$ cat src/rtl/sqwave_gen.sv
module sqwave_gen #(
  parameter int          DIV_W    = 15,
  parameter logic [7:0]  RST_CTRL = 8'h80
) (
  input  logic       clk,
  input  logic       rst_n,
  input  logic       tick_in,
  input  logic       div_clear,
  input  logic       ctrl_we,
  input  logic [7:0] ctrl_wdata,
  output logic [7:0] ctrl_rdata,
  output logic       sq_drive_low,
  output logic       sec_tick
);
  localparam logic [7:0]       CTRL_MASK = 8'h93;
  localparam int               SLOW_BIT  = DIV_W - 1;
  localparam int               MID_BIT   = 2;
  localparam int               FAST_BIT  = 1;
  localparam logic [DIV_W-1:0] CNT_LAST  = '1;

  logic [DIV_W-1:0] cnt;
  logic [7:0]       ctrl_q;
  logic             tick_q, sec_q, tap, level;

  always_ff @(posedge clk) begin
    if (!rst_n) begin
      cnt    <= '0;
      ctrl_q <= RST_CTRL & CTRL_MASK;
      tick_q <= 1'b0;
      sec_q  <= 1'b0;
    end else begin
      if (ctrl_we) ctrl_q <= ctrl_wdata & CTRL_MASK;
      tick_q <= tick_in & ~div_clear;
      sec_q  <= tick_in & ~div_clear & (cnt == CNT_LAST);
      if (div_clear)    cnt <= '0;
      else if (tick_in) cnt <= cnt + 1'b1;
    end
  end

  always_comb begin
    case (ctrl_q[1:0])
      2'b00:   tap = cnt[SLOW_BIT];
      2'b01:   tap = cnt[MID_BIT];
      2'b10:   tap = cnt[FAST_BIT];
      default: tap = tick_q;
    endcase
  end

  assign level        = ctrl_q[4] ? tap : ctrl_q[7];
  assign sq_drive_low = ~level;
  assign ctrl_rdata   = ctrl_q;
  assign sec_tick     = sec_q;
endmodule

$ cat config.mk
export PLATFORM = sky130hd
export DESIGN_NAME = sqwave_gen
export DESIGN_NICKNAME = d
export VERILOG_FILES = /design/src/rtl/sqwave_gen.sv
export SDC_FILE = /design/constraint.sdc
export NUM_CORES = 1
export LEC_CHECK = 0
export BUFFER_PORTS_ARGS = -buffer_cell sky130_fd_sc_hd__buf_2
export CORE_MARGIN = 2
export CORE_UTILIZATION = 48
export CTS_CLUSTER_DIAMETER = 50
export DETAILED_ROUTE_END_ITERATION = 10
export PLACE_DENSITY = 0.74
export SYNTH_ARGS = -nofsm -noshare
export SYNTH_HDL_FRONTEND = slang
export SYNTH_SLANG_ARGS = --single-unit
$ cat constraint.sdc
create_clock -name clk -period 2.5 [get_ports clk]
set_input_delay 0.25 -clock clk [delete_from_list [all_inputs] [get_ports clk]]
set_output_delay 0.25 -clock clk [all_outputs]
set_load 0.01 [all_outputs]
## Yosys cells after proc, flatten, opt, wreduce, memory -nomap -nowiden

Cells that the tools add are included.

- Multiplexer cells: 2
- Bitwise logic cells: 5
- Add/subtract/negate cells: 1
- Reductions and logical operators: 2
- Eq/ne operators: 3

Operator list:

| operator | number |
|---|---|
| $add 15x1->15 const B | 1 |
| $eq 15x15->1 const B | 1 |
| $not 1->1 | 3 |
| $pmux 1 s3 | 1 |
| $and 1x1->1 | 2 |
| $eq 2x1->1 const B | 1 |
| $eq 2x2->1 const B | 1 |
| $logic_not 2->1 | 1 |
| $reduce_or 2->1 | 1 |
| $mux 1 | 1 |

- Flip-flop bits (word level): 21
- Logic and storage cells: 17
- Input port bits: 13
- Output and inout port bits: 10

## Logic depth before layout (Yosys ltp)

- Depth after elaboration: 4
- Depth in mapped cells: 5
- Mapped depth without buffers: 4

## Least setup slack after synthesis

No wires, ideal clock.

- Path kind: register to output
- Start: reg ctrl_q[1] (netlist: ctrl_rdata[1])
- End: out sq_drive_low
- Stages on the path, launching flop included: 3
- Path buffers: 0
- Arrival: 1.174 ns
- Required time: 2.250 ns
- Path slack: 1.076 ns
- Path through: dfxtp_1 -> mux4_1 -> mux2i_1

- Longest elaborated chain between the ends: 4
- Elaborated cells on any way between the ends: 6
- Those cells by class: eq/ne (2); mux (2); bitwise (1); reduce/logical (1)

RTL lines:

| what | line | text |
|---|---|---|
| from (decl) | 22 | `logic [7:0] ctrl_q;` |
| from (signal assigned) | 28 | `ctrl_q <= RST_CTRL & CTRL_MASK;` |
| from (signal assigned) | 32 | `if (ctrl_we) ctrl_q <= ctrl_wdata & CTRL_MASK;` |
| $eq 2x2->1, or another cell as far along | 41 | `case (ctrl_q[1:0])` |
| $pmux 1 s3 (*) | 41 |  |
| $mux 1 (*) | 49 | `assign level = ctrl_q[4] ? tap : ctrl_q[7];` |
| $not 1->1 (*) | 50 | `assign sq_drive_low = ~level;` |
| to (decl) | 12 | `output logic sq_drive_low,` |

Mark *: on every way between the ends. The rest lies on a longest branch, timed or not.

## Worst setup path in the final report

Ends and elaborated chain as after synthesis.

==> results.yml <==
clock_tree:
  ctsHtreeMaxLevel: 1
  cts-root-buf: "clkbuf_4"
  cts_resized: 0
  clk_latency_ns: 0.30
  post_cts_buffers: 0
  cts_buffer_depth: 2
  hold_buffers: 0
  numCtsBuffers: 3
  cts.sinks: 21
  cts_tree: "yes"
  clkTransAtPathRegs_ns: 0.11
logic_synthesis:
  ys_top_cells_by_count: "dfxtp_1, mux2i_1, nand2_1"
  async_flop_share_pct: 0
  synth_top_area_share_pct: 40.63
  synth.avg_cell_area_sq_um: 9.670
  synth_seq_cells: 21
  synth-main-ff-cell: "dfxtp_1"
  syn_area_sq_um: 1035
  postSynthCellCount: 107
  ys_warn_count: 0
  synth.most_common_cell: "dfxtp_1"
  ys_types: 31
  synth_edf_count: 0
  ys_seq_area_share_pct: 40.63
  yosys.area.top_type: "dfxtp_1"
  synth_area_leaders: "dfxtp_1, mux2i_1, nand2b_1, buf_4, nand2_1"
timing:
  layout_setup_ws_ns: 0.7529
  min_period_ns: 1.747
  setup_viol: 0
  slew_viol_final: 0
  period_share_pct: 69.89
  fmax_ghz: 0.5724
  tns_ns: 0
  hold_viol: 0
  rsz0062_at_grt: "no"
  finalClockSkew_ns: 0.001058
  fin_hold_ws_ns: 0.1554
floorplan:
  die_area_sq_um: 2543
  die_h_um: 50.43
  core_sq_um: 2002
  die_x_um: 50.43
  io_pins: 23
  start_util_pct: 51.69
  fp-row-count: 16
setup_path:
  r2r_slack_ns: 0.91
  crit_chain: "mux4_1 -> mux2i_1 -> buf_2"
  worstRegToRegCells: 3
  slowest_delay_ns: 0.55
  crit_fanout: 3
  critical_path_buf_inv_count: 1
  r2r-start: "cnt[2]"
  crit_family: "multiplexers"
  worstSetupPathDepth: 3
  cp-start-kind: "register"
  crit_path_end_kind: "output pin"
  cp.arrival_ns: 1.50
  slowest_stage: "mux4_1"
  critical_path_class: "reg2out"
  worstPathRequired_ns: 2.25
  rr_endpoint: "cnt[9]"
global_route:
  grt_pass1_vias: 696
  antenna_found_initial: 0
  overflow: 0
  grt_first_pass_wirelength_um: 2980
  track_usage_pct: 15.46
  grt_max_degree: 16
place:
  dp_hpwl_um: 1266
  port-buffer-count: 14
  place_congestion: 0.7272
  dp_slack_ns: 0.9312
routing:
  vias_per_cell: 5.286
  drc: 0
  totalWireLength_um: 1712
  final_antenna_net_count: 0
  drtPass1Iterations: 4
  vias: 777
  drtIter0Drc: 17
  post_drt_wl_per_cell_um: 11.65
outcome:
  status: "completed"
hold_path:
  min_delay_path_depth: 2
  hold_start: "rst_n"
  hold_end: "ctrl_rdata[7]"
  hold_class: "in2reg"
finish:
  drive_gt1_share_pct: 20.00
  nets: 135
  syn_to_final_growth_pct: 8.586
  final_core_utilization_pct: 56.13
  antenna_cells: 0
power:
  irDropWorstVdd_mv: 0.3342
  p_per_area_nw_per_um2: 487.2
  leakagePower_nw: 0.4276
  power.total_w: 0.0005474
job:
  drv_cap: 0
-- metal layers --
layer	GRT usage, %	part of all wire (%)
met1	19.85	47
met3	5.357	4.2
met4	4.955	0.76
met2	24.34	48
met5	0	0
-- worst max path at each step --
stage | start | to | slack [ns]
after floorplan | ctrl_rdata[1] | sq_drive_low | 1.08
final | ctrl_rdata[1] | sq_drive_low | 0.75
after detailed placement | cnt[2] | cnt[14] | 0.93
after global placement | cnt[2] | cnt[14] | 0.95
after CTS | ctrl_rdata[1] | sq_drive_low | 0.73
after global routing | ctrl_rdata[1] | sq_drive_low | 0.61
-- sequential cells by signal, summed over array words and instances (netlist names) --
signal and count:
cnt 15, ctrl_rdata 4, sec_tick 1, tick_q 1
-- cell families after synthesis --
group	share of synthesized area, %
other	0.3624
adders and majority gates	1.209
xor gates and xnor gates	3.386
AOI/OAI and AO/OA	6.288
and+or+nand+nor	27.93
muxes	13.18
buffers and inverters	7.013
DFF	40.63
-- cell type report --
cell class / count / area [sq um]
Clock buffer: 3 / 22.52
Clock inverter: 1 / 5.005
Fill cell: 187 / 878.3
Inverter: 3 / 11.26
Multi-Input combinational cell: 77 / 553.0
Sequential cell: 21 / 420.4
Tap cell: 27 / 33.78
Timing Repair Buffer: 15 / 77.57
-- worst register-to-register path, cell delays in order (launching register included) --
cell	delay, ns
dfxtp_1	0.44
nand4_2	0.36
or4_1	0.59
a21oi_1	0.15
-- cell usage in the layout, fill, tap and decap left out, types with 4 or more instances in the layout --
| cell | instances |
|---|---|
| dfxtp_1 | 21 |
| buf_2 | 14 |
| mux2i_1 | 11 |
| nand2_1 | 10 |
| nand2b_1 | 7 |
| nor2_1 | 5 |
| nor2b_1 | 4 |
| a21oi_1 | 4 |
| nand3_1 | 4 |
| conb_1 | 4 |
-- report_power, final --
part           switching (W)  internal, W  leakage, nW
registers         0.00000450     0.000340        0.170
logic              0.0000235    0.0000196        0.240
clock network       0.000100    0.0000597       0.0177
total               0.000128     0.000419        0.428
-- stage by stage --
stage | area, sq um | instances
6_report | 1124 | 147
5_1_grt | 1124 | 147
4_1_cts | 1124 | 147
3_5_place_dp | 1096 | 143
3_3_place_gp | 1096 | 143
2_1_floorplan | 1046 | 110
Note: power is estimated with default switching activity, not from simulation.
